<file path="config.mk">
export PLATFORM = sky130hd
export DESIGN_NAME = irq_ctrl
export DESIGN_NICKNAME = d
export VERILOG_FILES = /design/src/rtl/irq_ctrl_pkg.sv /design/src/rtl/irq_prio_enc.sv /design/src/rtl/irq_master_bit.sv /design/src/rtl/irq_src_bank.sv /design/src/rtl/irq_ctrl.sv
export SDC_FILE = /design/constraint.sdc
export NUM_CORES = 1
export LEC_CHECK = 0
export BUFFER_PORTS_ARGS = -buffer_cell sky130_fd_sc_hd__buf_4
export CORE_AREA = 2 2 39 41
export DETAILED_ROUTE_END_ITERATION = 12
export DIE_AREA = 0 0 41 43
export PLACE_DENSITY = 0.74
export SKIP_CTS_REPAIR_TIMING = 1
export SLEW_MARGIN = 20
export SYNTH_ARGS = -nofsm -noshare
export SYNTH_HDL_FRONTEND = slang
export SYNTH_SLANG_ARGS = --single-unit
</file>
<file path="constraint.sdc">
create_clock -name clk_i -period 1.4 [get_ports clk_i]
set_input_delay 0.21 -clock clk_i [delete_from_list [all_inputs] [get_ports clk_i]]
set_output_delay 0.21 -clock clk_i [all_outputs]
set_load 0.02 [all_outputs]
</file>
<file path="src/rtl/irq_ctrl_pkg.sv">
package irq_ctrl_pkg;
  localparam int unsigned REG_W      = 8;
  localparam int unsigned MASTER_POS = 0;

  typedef enum logic {
    REG_CTRL = 1'b0,
    REG_FLAG = 1'b1
  } reg_sel_e;
endpackage

</file>
<file path="src/rtl/irq_prio_enc.sv">
module irq_prio_enc #(
  parameter int unsigned N = 3,
  parameter int unsigned W = 2
) (
  input  logic [N-1:0] req_i,
  output logic         valid_o,
  output logic [W-1:0] idx_o,
  output logic [N-1:0] grant_o
);
  always_comb begin
    idx_o = '0;
    for (int i = N - 1; i >= 0; i--) begin
      if (req_i[i]) idx_o = i[W-1:0];
    end
  end

  // lowest set bit wins
  assign grant_o = req_i & (~req_i + {{(N-1){1'b0}}, 1'b1});
  assign valid_o = |req_i;
endmodule

</file>
<file path="src/rtl/irq_master_bit.sv">
module irq_master_bit (
  input  logic clk_i,
  input  logic rst_ni,
  input  logic sw_wr_i,
  input  logic sw_val_i,
  input  logic reti_i,
  input  logic take_i,
  output logic master_o
);
  logic master_d;

  // precedence: take > reti > software
  always_comb begin
    master_d = master_o;
    if (sw_wr_i) master_d = sw_val_i;
    if (reti_i)  master_d = 1'b1;
    if (take_i)  master_d = 1'b0;
  end

  always_ff @(posedge clk_i or negedge rst_ni) begin
    if (!rst_ni) master_o <= 1'b0;
    else         master_o <= master_d;
  end
endmodule

</file>
<file path="src/rtl/irq_src_bank.sv">
module irq_src_bank #(
  parameter int unsigned NUM_SRC = 3,
  parameter int unsigned REG_W   = 8
) (
  input  logic               clk_i,
  input  logic               rst_ni,
  input  logic [NUM_SRC-1:0] evt_i,
  input  logic               ctrl_wr_i,
  input  logic               flag_wr_i,
  input  logic [REG_W-1:0]   mask_i,
  input  logic [REG_W-1:0]   data_i,
  input  logic               take_i,
  input  logic [NUM_SRC-1:0] grant_i,
  output logic [NUM_SRC-1:0] en_o,
  output logic [NUM_SRC-1:0] flag_o
);
  for (genvar g = 0; g < NUM_SRC; g++) begin : g_src
    logic en_d;
    logic flag_d;

    always_comb begin
      en_d = en_o[g];
      if (ctrl_wr_i && mask_i[g+1]) en_d = data_i[g+1];
    end

    // precedence: event > take clear > software
    always_comb begin
      flag_d = flag_o[g];
      if (flag_wr_i && mask_i[g]) flag_d = data_i[g];
      if (take_i && grant_i[g])   flag_d = 1'b0;
      if (evt_i[g])               flag_d = 1'b1;
    end

    always_ff @(posedge clk_i or negedge rst_ni) begin
      if (!rst_ni) begin
        en_o[g]   <= 1'b0;
        flag_o[g] <= 1'b0;
      end else begin
        en_o[g]   <= en_d;
        flag_o[g] <= flag_d;
      end
    end
  end
endmodule

</file>
<file path="src/rtl/irq_ctrl.sv">
module irq_ctrl
  import irq_ctrl_pkg::*;
#(
  parameter  int unsigned NUM_SRC = 3,
  localparam int unsigned VEC_W   = (NUM_SRC > 1) ? $clog2(NUM_SRC) : 1
) (
  input  logic               clk_i,
  input  logic               rst_ni,
  input  logic [NUM_SRC-1:0] src_evt_i,
  input  logic               wr_en_i,
  input  logic               wr_sel_i,
  input  logic [REG_W-1:0]   wr_mask_i,
  input  logic [REG_W-1:0]   wr_data_i,
  input  logic               rd_sel_i,
  output logic [REG_W-1:0]   rd_data_o,
  input  logic               boundary_i,
  input  logic               reti_i,
  output logic               irq_o,
  output logic               take_o,
  output logic [VEC_W-1:0]   vec_o
);
  logic               ctrl_wr;
  logic               flag_wr;
  logic               master_q;
  logic [NUM_SRC-1:0] en_q;
  logic [NUM_SRC-1:0] flag_q;
  logic [NUM_SRC-1:0] pending;
  logic [NUM_SRC-1:0] grant;
  logic [REG_W-1:0]   ctrl_word;
  logic [REG_W-1:0]   flag_word;
  logic               unused_hi;

  assign unused_hi = ^{wr_mask_i[REG_W-1:NUM_SRC+1], wr_data_i[REG_W-1:NUM_SRC+1]};

  assign ctrl_wr = wr_en_i && (wr_sel_i == REG_CTRL);
  assign flag_wr = wr_en_i && (wr_sel_i == REG_FLAG);

  assign pending = flag_q & en_q & {NUM_SRC{master_q}};
  assign take_o  = boundary_i && irq_o;

  irq_prio_enc #(.N(NUM_SRC), .W(VEC_W)) u_prio (
    .req_i   (pending),
    .valid_o (irq_o),
    .idx_o   (vec_o),
    .grant_o (grant)
  );

  irq_master_bit u_master (
    .clk_i    (clk_i),
    .rst_ni   (rst_ni),
    .sw_wr_i  (ctrl_wr && wr_mask_i[MASTER_POS]),
    .sw_val_i (wr_data_i[MASTER_POS]),
    .reti_i   (reti_i),
    .take_i   (take_o),
    .master_o (master_q)
  );

  irq_src_bank #(.NUM_SRC(NUM_SRC), .REG_W(REG_W)) u_bank (
    .clk_i     (clk_i),
    .rst_ni    (rst_ni),
    .evt_i     (src_evt_i),
    .ctrl_wr_i (ctrl_wr),
    .flag_wr_i (flag_wr),
    .mask_i    (wr_mask_i),
    .data_i    (wr_data_i),
    .take_i    (take_o),
    .grant_i   (grant),
    .en_o      (en_q),
    .flag_o    (flag_q)
  );

  always_comb begin
    ctrl_word                = '0;
    ctrl_word[MASTER_POS]    = master_q;
    ctrl_word[NUM_SRC:1]     = en_q;
    flag_word                = '0;
    flag_word[NUM_SRC-1:0]   = flag_q;
  end

  assign rd_data_o = (rd_sel_i == REG_FLAG) ? flag_word : ctrl_word;
endmodule

</file>
Yosys cells after proc, flatten, opt, wreduce, memory -nomap -nowiden
Index checks and enable logic that the tools add are counted.
Widths: inputs -> output; s select.
- add/sub/neg operators: 1
- mux-type cells: 16
- bitwise logic cells: 5
- reductions and logical operators: 18
- operators by type and width (operator ; number):
    $logic_and 1x1->1 ; 13
    $mux 1 ; 12
    $reduce_bool 3->1 ; 4
    $and 3x3->3 ; 3
    $mux 2 ; 3
    $mux 4 ; 1
    $add 3x1->3 const B ; 1
    $not 3->3 ; 1
    $reduce_or 3->1 ; 1
    $not 1->1 ; 1
- output and inout port bits: 12
- input port bits: 26
- word-level logic and storage cells: 47
- register bits after elaboration: 7

Depth between registers and ports, before layout
Gate-level depths: netlist (run 1).
- depth after elaboration: 8
- depth in mapped cells: 3
- gate-level depth less buffers: 3

By module
Synthesis (run 1) repeated with hierarchy kept, for this count alone.
- cell total of the unflattened synthesis: 50
- area total of the unflattened synthesis: 490.5 um2
- modules (own cells, without submodules) (module ; cells each ; instances ; seq. area each (um2) ; area each (um2)):
    irq_src_bank ; 24 ; 1 ; 150.1 ; 281.5
    irq_ctrl ; 16 ; 1 ; 0.0 ; 122.6
    irq_master_bit ; 4 ; 1 ; 25.0 ; 43.8
    irq_prio_enc ; 6 ; 1 ; 0.0 ; 42.5

Worst setup path before layout (run 1)
Ideal clock, no wire load.
- path type: register to register
- from: register u_bank.flag_o[1]
- to: register u_master.master_o
- period minus slack after synthesis: 1.247 ns
- data required time: 1.304 ns
- path buffers: 0
- setup slack: 0.153 ns
- data arrival time: 1.151 ns
- setup time: 0.096 ns
- cell stages (with the launch flop): 4
- cells stage by stage: dfrtp_1 a222oi_1 nor2_1 a311oi_2
- word-level cells in the longest chain between the ends: 5
- elaborated cells on any way between the ends: 6
- classes of those cells: mux: 1; bitwise: 2; reduce/logical: 3
- ends and longest elaborated chain (what ; RTL line ; source):
    start, declared ; irq_src_bank.sv:15 ; output logic [NUM_SRC-1:0] flag_o
    start signal, assigned by index ; irq_src_bank.sv:40 ; flag_o[g] <= flag_d;
    $and 3x3->3 (*) (2 in a row) ; irq_ctrl.sv:38 ; assign pending = flag_q & en_q & {NUM_SRC{master_q}};
    $reduce_or 3->1 (*) ; irq_prio_enc.sv:19 ; assign valid_o = |req_i;
    $logic_and 1x1->1 (*) ; irq_ctrl.sv:39 ; assign take_o = boundary_i && irq_o;
    via take_o ; irq_ctrl.sv:19 ; output logic take_o,
    $reduce_bool 3->1 (no source line) or $mux 1 (tied branches) ; -- ;
    end signal, assigned ; irq_master_bit.sv:22 ; else master_o <= master_d;
    end, declared ; irq_master_bit.sv:8 ; output logic master_o
The timed path passes the listed nets; every way through them passes the cells marked *.
A chain may end at the register's enable or synchronous reset.

Worst setup path after layout (run 1)
- from: register u_bank.flag_o[1]
- to: output take_o
- word-level cells in the longest chain between the ends: 4
- ends and longest elaborated chain (what ; RTL line):
    $and 3x3->3 (2 in a row) ; irq_ctrl.sv:38
    $reduce_or 3->1 ; irq_prio_enc.sv:19
    $logic_and 1x1->1 ; irq_ctrl.sv:39
    end, declared ; irq_ctrl.sv:19
No other way between the ends.

==> metrics, run 1 <==
gr usage total ~17%; status finished with violations; gr ovfl total 0; vias in the first global route 463; IO buf count 25; main combinational cell family by area after synthesis simple AND/OR/NAND/NOR gates; CTS tree yes; root buffer cell clkbuf_4; die area between 1500 and 2000 µm²; worst hold slack 152 ps; routed vias/inst about 4.9; max-slew violations 0; CP startpoint u_bank.flag_o[1]; failing checks negative setup slack; dpl hpwl just under 1 mm; dpl ws 103 ps; crit path time final about 1500 ps; cell type with the largest total area after synthesis dfrtp_1; reg2reg start u_bank.flag_o[1]; Mapped Cells 48; Worst Path Arrival 1330 ps; initial antenna violation count 0; maximum capacitance violations 0; crit path max-delay cell type a222oi_1; H-tree Lvls 1; Tot Pwr around 850 µW; period utilization 110%; setup slack, reg-to-reg roughly 90 ps; Die Ht 43 µm; first-pass GRT wire length between 2 and 2.5 mm; Layout Nets 108; Core Area 1380 µm²; global-route track usage on met2 between 20% and 30%; post-route setup slack -144 ps; clk sinks 7; Fmax achieved between 0.6 and 0.7 GHz; Sw Pwr between 200 and 300 µW; I/O pins 38; crit path max fanout 2; largest net degree at the start of global routing 8; unrepaired setup endpoints after global routing yes; synth warn 0; mux cell area share after synthesis between 20% and 30%; Synth Area in Simple Gates a little under a quarter; clock share of power approximately 22%; via count roughly 480; Critical Path Max Stage Delay around 400 ps; Reg clk slew, reported paths 50 ps; CTS Buffer Depth 2; CP endpoint take_o; critical path required time ~1200 ps; Peak VDD IR between 700 and 800 µV; Synth top area share 37.1%; pwr/cell area ~1100 nW/µm²; Area Overhead vs Synth 57.8%; Post-Synth Adder-Cell Area 0%; Post-Route Setup TNS -426 ps; Die X 41 µm; row count 14; post-synthesis compound-gate area fraction 11.9%; GR peak layer met2; Cell Count Post-Placement 91; top post-synthesis cells by area dfrtp_1 (37%), mux2_1 (12%), mux2_2 (7.2%); clock skew 1.65 ps; cells along the critical path a222oi_1 -> nor2_1 -> buf_4; Worst Hold Class input pin to flop; Wirelength per Cell roughly 13 µm; sequential fraction of the synthesis area a little under two fifths; Sw Share between 30% and 40%; final hold vios 0; met3 Usage GRT approximately 4.7%; R2R depth 4; Worst R2R End u_master.master_o; Non-Filler Instances 97; initial core utilization around 34%; CP Launch Type flop; combinational share of power between 40% and 50%; Iteration-0 DRC Markers 15; post-synthesis cell area 472 µm²; kind of critical path flop to output port; post-synth cell types 20; Initial DRT Pass Iterations 4; Yosys reg bits 7; Worst-Skew Late Latency roughly 250 ps; syn avg cell area about 9.8 µm²; share of layout cells above drive strength 1 a little under half; grt met1 use 18.7%; Final setup viols 4; routed wire length 1.22 mm; # DRC 0; Static Leak around 0.00036 µW; Worst setup EP type output port; Num CTS Buffers 3; GPL Wtd Cong slightly above 0.8; post-synthesis xor/xnor area fraction 0%; ANT cells 0; register share of total power 32.4%; antenna-violating nets left 0; Int Pwr roughly 550 µW
## how the worst min path moves through the flow
stage	endpoint	slack (ps)	from	depth (start not counted)
6_report	u_bank.flag_o[1]	150	src_evt_i[1]	2
5_1_grt	u_bank.flag_o[1]	140	src_evt_i[1]	2
4_1_cts	u_bank.flag_o[1]	-250	rst_ni	1
3_5_place_dp	u_bank.en_o[0]	30	rst_ni	1
3_3_place_gp	u_bank.en_o[0]	30	rst_ni	1
2_1_floorplan	u_bank.en_o[0]	-90	rst_ni	0
## through the flow
step / instance area, µm² / util, %
floorplan: 483 / -
global placement: 683 / 49.4
detailed placement: 683 / 49.4
CTS: 709 / 51.3
global route: 744 / 53.8
finish: 744 / 53.8
## layer usage
layer  vias to the layer above  part of all wire [%]
li1                        232                     -
met1                       221                    40
met2                        23                    52
met3                         2                   6.6
met4                         0                  0.98
met5                         -                     0
## synth_stat cells, drive strengths merged
cell type	count
a211oi	1
a21o	1
a222oi	1
a2bb2oi	1
a311oi	1
and2	2
and2b	1
and3	1
and4	1
buf	4
conb	1
dfrtp	7
mux2	8
mux2i	1
nand2	6
nand3	4
nor2	4
nor2b	2
o21bai	1
## power groups by stage
| stage | Sequential (µW) | Clock, µW | Combinational (µW) |
|---|---|---|---|
| finish | 275 | 185 | 387 |
| detailed placement | 274 | 0 | 358 |
| floorplan | 267 | 0 | 203 |
| CTS | 271 | 195 | 361 |
| global placement | 273 | 0 | 352 |
| global route | 279 | 207 | 417 |
## cells in the final DEF, fill, tap and decap left out
master / Yosys / routed
a211oi_1: 1 / 1
nor2b_1: 2 / 2
mux2i_1: 1 / 1
clkbuf_1: 0 / 1
and4_1: 1 / 1
a21o_1: 1 / 1
and2b_1: 1 / 1
mux2_1: 5 / 5
buf_6: 0 / 3
clkbuf_4: 0 / 3
conb_1: 1 / 4
a222oi_1: 1 / 1
o21bai_1: 1 / 1
dlygate4sd3_1: 0 / 1
and2_1: 2 / 1
dfrtp_1: 7 / 7
mux2_2: 3 / 2
a311oi_2: 1 / 1
and3_2: 1 / 1
and2_4: 0 / 1
buf_4: 4 / 26
nand3_1: 4 / 4
nor2_1: 4 / 4
mux2_4: 0 / 1
a2bb2oi_1: 1 / 1
nand2_1: 6 / 6
## kinds of logic (layout without fill, tap and decap cells)
kind of cell,after synthesis,after routing
multiplexers,9,9
buffers and inverters,4,34
AO/OA/AOI/OAI,6,6
flip-flops,7,7
AND/OR/NAND/NOR,21,21
other,1,4
## flip-flops by register name, indices dropped and copies added, names as in the netlist
signal / flops
u_bank.flag_o: 3
u_bank.en_o: 3
u_master.master_o: 1
## worst max-delay path, delay by kind of cell, from the launching register on
family	cells	cell delay, ps
AO/OA/AOI/OAI	1	410
flip-flops	1	380
buffers and inverters	1	180
AND/OR/NAND/NOR	1	120
## cell type report
type / instances / area (µm²)
multi-input combinational: 40 / 284
timing repair buffer: 30 / 239
fill: 137 / 639
sequential: 7 / 175
tap: 16 / 20.0
clock buffer: 4 / 26.3
Note: power is estimated with default switching activity, not from simulation.
==> run 2, diff against run 1 <==
Settings changed: SETUP_SLACK_MARGIN set to 0.05.
==> run 2 against run 1 <==
Compared with the run above: the run still ends with negative setup slack left; clock skew about the same; setup slack better by 1.4 ps; register-to-register slack hardly changed; design area is 0.17% higher; cell count is the same; power rose by 0.32%; routed wire length up 0.16%; sequential power barely moved; die area stayed put; hold slack gained 0.69 ps; clock power about the same.
==> metrics, run 2 (synthesized netlist as in run 1, its figures left out) <==
commonest non-fill, non-tap cell in the layout buf_4; Layout Nets 108 (unchanged); area of the multi-input gates 284 µm² (unchanged); Iteration-0 DRC Markers 15 (unchanged); routed vias/inst 4.90 (-0.63%); initial core utilization 34.1% (unchanged); worst hold slack 153 ps (+0.688 ps); Peak VDD IR 743 µV (+0.37%); max-slew violations 0 (unchanged); IO buf count 25 (unchanged); largest net degree at the start of global routing 8 (unchanged); crit path max fanout 2 (unchanged); crit path time final 1540 ps (-1.42 ps); period utilization 110% (about the same); CTS tree yes; Worst Hold Class input pin to flop; fillers 137 (unchanged); GPL Wtd Cong 0.805 (unchanged); vias in the first global route 463 (unchanged); via count 475 (-0.63%); maximum capacitance violations 0 (unchanged); Die X 41 µm (unchanged); H-tree Lvls 1 (unchanged); commonest cells after routing, fill and taps aside buf_4 (26), nand2_1 (6), dfrtp_1 (6), mux2_1 (5); first-pass GRT wire length 2.00 mm (unchanged); crit path max-delay cell type a222oi_1; top flop regs u_bank.en_o x3, u_bank.flag_o x3, u_master.master_o x1; Initial DRT Pass Iterations 4 (unchanged); Final setup viols 4 (unchanged); CP Launch Type flop; Buffers & Inverters on Critical Path 1 (unchanged); share of layout cells above drive strength 1 48.1% (+1.2 points); Static Leak 0.000357 µW (-0.23%); Area Overhead vs Synth 58.1%; Post-Route Setup TNS -427 ps (-0.829 ps); routed wire length 1.23 mm (+0.16%); # DRC 0 (unchanged); unrepaired setup endpoints after global routing yes; Worst Path Arrival 1330 ps (about the same); Critical Path Max Stage Delay 400 ps (about the same); row count 14 (unchanged); clock skew 2.05 ps (+0.397 ps); Num CTS Buffers 3 (unchanged); gr usage total 16.7% (unchanged); dpl hpwl 977 µm (unchanged); root buffer cell clkbuf_4; R2R depth 4 (unchanged); gr ovfl total 0 (unchanged); Reg clk slew, reported paths 50 ps (about the same); cells along the critical path a222oi_1 -> nor2_1 -> buf_4; family with the most delay on the worst path compound AO/OA/AOI/OAI gates; antenna-violating nets left 0 (unchanged); Wirelength per Cell 12.6 µm (+0.16%); status finished with violations; Worst setup EP type output port; I/O pins 38 (unchanged); critical path depth 3 (unchanged); Fmax achieved 0.648 GHz (about the same); Worst-Skew Late Latency 250 ps (about the same); failing checks negative setup slack; clk sinks 7 (unchanged); FF/Latch Area 176 µm² (+0.71%); Hold Path Cell Cnt 2 (unchanged); kind of critical path flop to output port; final hold vios 0 (unchanged); Die Ht 43 µm (unchanged); die area 1760 µm² (unchanged); post-route setup slack -143 ps (+1.42 ps); pwr/cell area 1140 nW/µm² (+0.15%); ANT cells 0 (unchanged); Core Area 1380 µm² (unchanged); critical path required time 1190 ps (about the same); CTS Buffer Depth 2 (unchanged); initial antenna violation count 0 (unchanged); dpl ws 103 ps (unchanged)
[run 2: changes by cell type in the layout (fill, tap and decap cells not counted)]
cell / change
dfrtp_1: -1
dfrtp_2: +1
[run 2: worst reg2reg max path: cells and delay by family (launching register included)]
family | cells | cell delay (ps)
buffers and inverters | 1 | 150
AND/OR/NAND/NOR | 1 | 120
AO/OA/AOI/OAI | 2 | 570
flip-flops | 1 | 380
[run 2: metrics by stage]
step	area, µm²	utilization [%]	cells	total power [µW]
floorplan	483	-	51	470
global placement	683	49.4	91	625
detailed placement	683	49.4	91	632
CTS	709	51.3	95	828
global route	746	53.9	97	907
finish	746	53.9	97	849
[run 2: metal layers]
| layer | up-vias | track usage (%) | routed length, µm |
|---|---|---|---|
| li1 | 232 | - | - |
| met1 | 222 | 18.7 | 494 |
| met2 | 19 | 27.2 | 646 |
| met3 | 2 | 4.71 | 73 |
| met4 | 0 | 8.00 | 12 |
| met5 | - | 0 | 0 |
[run 2: path summary, 6_finish.rpt]
kind | startpoint | to | slack [ps]
max reg2reg | u_bank.flag_o[1] | u_master.master_o | 80
min | src_evt_i[1] | u_bank.flag_o[1] | 150
max in group asynchronous | rst_ni | u_master.master_o | 960
min in group asynchronous | rst_ni | u_bank.en_o[0] | 310
max | u_bank.flag_o[1] | take_o | -140
min reg2reg | u_bank.en_o[0] | u_bank.en_o[0] | 580
[run 2: layout make-up]
type | count | area share [%]
well taps | 16 | 2.68
flip-flops and latches | 7 | 23.7
clock buffers | 4 | 3.52
repair buffers | 30 | 32.0
multi-input cells | 40 | 38.1
[run 2: power breakdown]
| part | internal [µW] | switching (µW) |
|---|---|---|
| Clock | 109 | 75.7 |
| Combinational | 206 | 182 |
| Sequential | 239 | 37.4 |
==> run 3, diff against run 2 <==
Clock period 1.4 ns to 1.6 ns, I/O delays scaled along.
==> run 3 against run 2 <==
Compared with the run above: the flow still finishes with violations (negative setup slack); critical path type unchanged; critical path depth unchanged; design area down 1.2%; clock-buffer cell count unchanged; setup slack better by 120 ps; largest cell class unchanged.
==> metrics, run 3 (synthesized netlist as in run 1, its figures left out) <==
clk sinks 7 (unchanged); ANT cells 0 (unchanged); pwr/cell area 1000 nW/µm² (-12%); dpl ws 238 ps (+136 ps); status finished with violations; grt met1 use 17.2% (-1.5 points); commonest cells after routing, fill and taps aside buf_4 (27), dfrtp_1 (7), nand2_1 (6), mux2_1 (5); Core Area 1380 µm² (unchanged); met3 Usage GRT 7.85% (+3.1 points); Initial DRT Pass Iterations 4 (unchanged); I/O pins 38 (unchanged); GPL Wtd Cong 0.790 (-1.8%); via count 480 (+1.1%); Wirelength per Cell 12.7 µm (+0.73%); reg2reg start u_bank.en_o[1]; antenna-violating nets left 0 (unchanged); critical path required time 1360 ps (+170 ps); root buffer cell clkbuf_4; post-route setup slack -19.9 ps (+123 ps); Static Leak 0.000351 µW (-1.7%); routed vias/inst 4.95 (+1.1%); first-pass GRT wire length 1.94 mm (-3.1%); final hold vios 0 (unchanged); Placed Area 661 µm² (-3.3%); CP Launch Type flop; initial core utilization 34.1% (unchanged); Reg clk slew, reported paths 50 ps (about the same); Die Ht 43 µm (unchanged); Die X 41 µm (unchanged); row count 14 (unchanged); gr usage total 17.4% (+0.76 points); global-route track usage on met2 27.2% (unchanged); # DRC 0 (unchanged); gr ovfl total 0 (unchanged); Num CTS Buffers 3 (unchanged); commonest non-fill, non-tap cell in the layout buf_4; Worst Hold Class input pin to flop; clock skew 1.77 ps (-0.284 ps); Worst Path Arrival 1380 ps (+50 ps); Worst-Skew Late Latency 260 ps (about the same); failing checks negative setup slack; max-slew violations 0 (unchanged); vias in the first global route 477 (+3.0%); Cell Count Post-Placement 88 (-3.3%); IO buf count 25 (unchanged); CTS tree yes; Final setup viols 1 (-3); initial antenna violation count 0 (unchanged); Worst setup EP type output port; die area 1760 µm² (unchanged); maximum capacitance violations 0 (unchanged); Iteration-0 DRC Markers 9 (-6); GR peak layer met2; Area Overhead vs Synth 56.2%; crit path time final about 1600 ps; Layout Nets 108 (unchanged); Fmax achieved ~0.6 GHz; Non-Filler Instances 97 (unchanged); crit path max fanout 4 (+2); share of layout cells above drive strength 1 46.9% (-1.2 points); unrepaired setup endpoints after global routing yes; Peak VDD IR 577 µV (-22%); final instance area 737 µm² (-1.2%); CP startpoint u_bank.en_o[1]; CP endpoint take_o; CTS Buffer Depth 2 (unchanged); Worst R2R End u_master.master_o; period utilization 101%; routed wire length 1.24 mm (+0.73%); largest net degree at the start of global routing 8 (unchanged); top flop regs u_bank.en_o x3, u_bank.flag_o x3, u_master.master_o x1; R2R depth 3 (-1); H-tree Lvls 1 (unchanged); kind of critical path flop to output port; Min-Delay Startpoint src_evt_i[1]; setup slack, reg-to-reg 380 ps (+300 ps)
## run 3: cell counts in the layout (fill, tap and decap cells not counted)
No cell type changed its count.
## run 3: cell type report
class                   instances  area [µm²]
multi-input cells              40         280
repair buffers                 30         235
clock buffers                   4        26.3
fillers                       141         647
flip-flops and latches          7         175
well taps                      16        20.0
## run 3: how the worst min path moves through the flow
| stage | endpoint | slack, ps | depth (start not counted) |
|---|---|---|---|
| after detailed placement | u_bank.en_o[0] | 60 | 1 |
| after global placement | u_bank.en_o[2] | 60 | 1 |
| after floorplan | u_bank.en_o[0] | -60 | 0 |
| final | u_bank.flag_o[1] | 150 | 2 |
| after global routing | u_bank.flag_o[1] | 150 | 2 |
| after CTS | u_bank.en_o[0] | -220 | 1 |
## run 3: power by group
part           total [µW]  switching [µW]  internal, µW  leakage [µW]
sequential            244            36.6           208     0.0000749
clock                 168            72.6          95.6     0.0000150
combinational         324             152           172      0.000261
## run 3: through the flow
step	total power (µW)	TNS [ps]	utilization (%)	hold WS [ps]
3_3_place_gp	527	0	47.7	60.7
3_5_place_dp	534	0	47.7	62.4
5_1_grt	786	-201	53.3	152
6_report	737	-19.9	53.3	151
2_1_floorplan	411	0	-	-55.6
4_1_cts	704	-44.2	49.6	-215
## run 3: worst max-delay path, stage by stage (launching register included)
cell and delay [ps]:
dfrtp_1 400, a222oi_1 420, nor2_1 120, buf_4 180
## run 3: metal layers
layer  vias up  part of all wire (%)
met4         0                   3.3
met3         5                   5.3
met1       224                    39
met2        18                    52
met5         -                     0
li1        233                     -
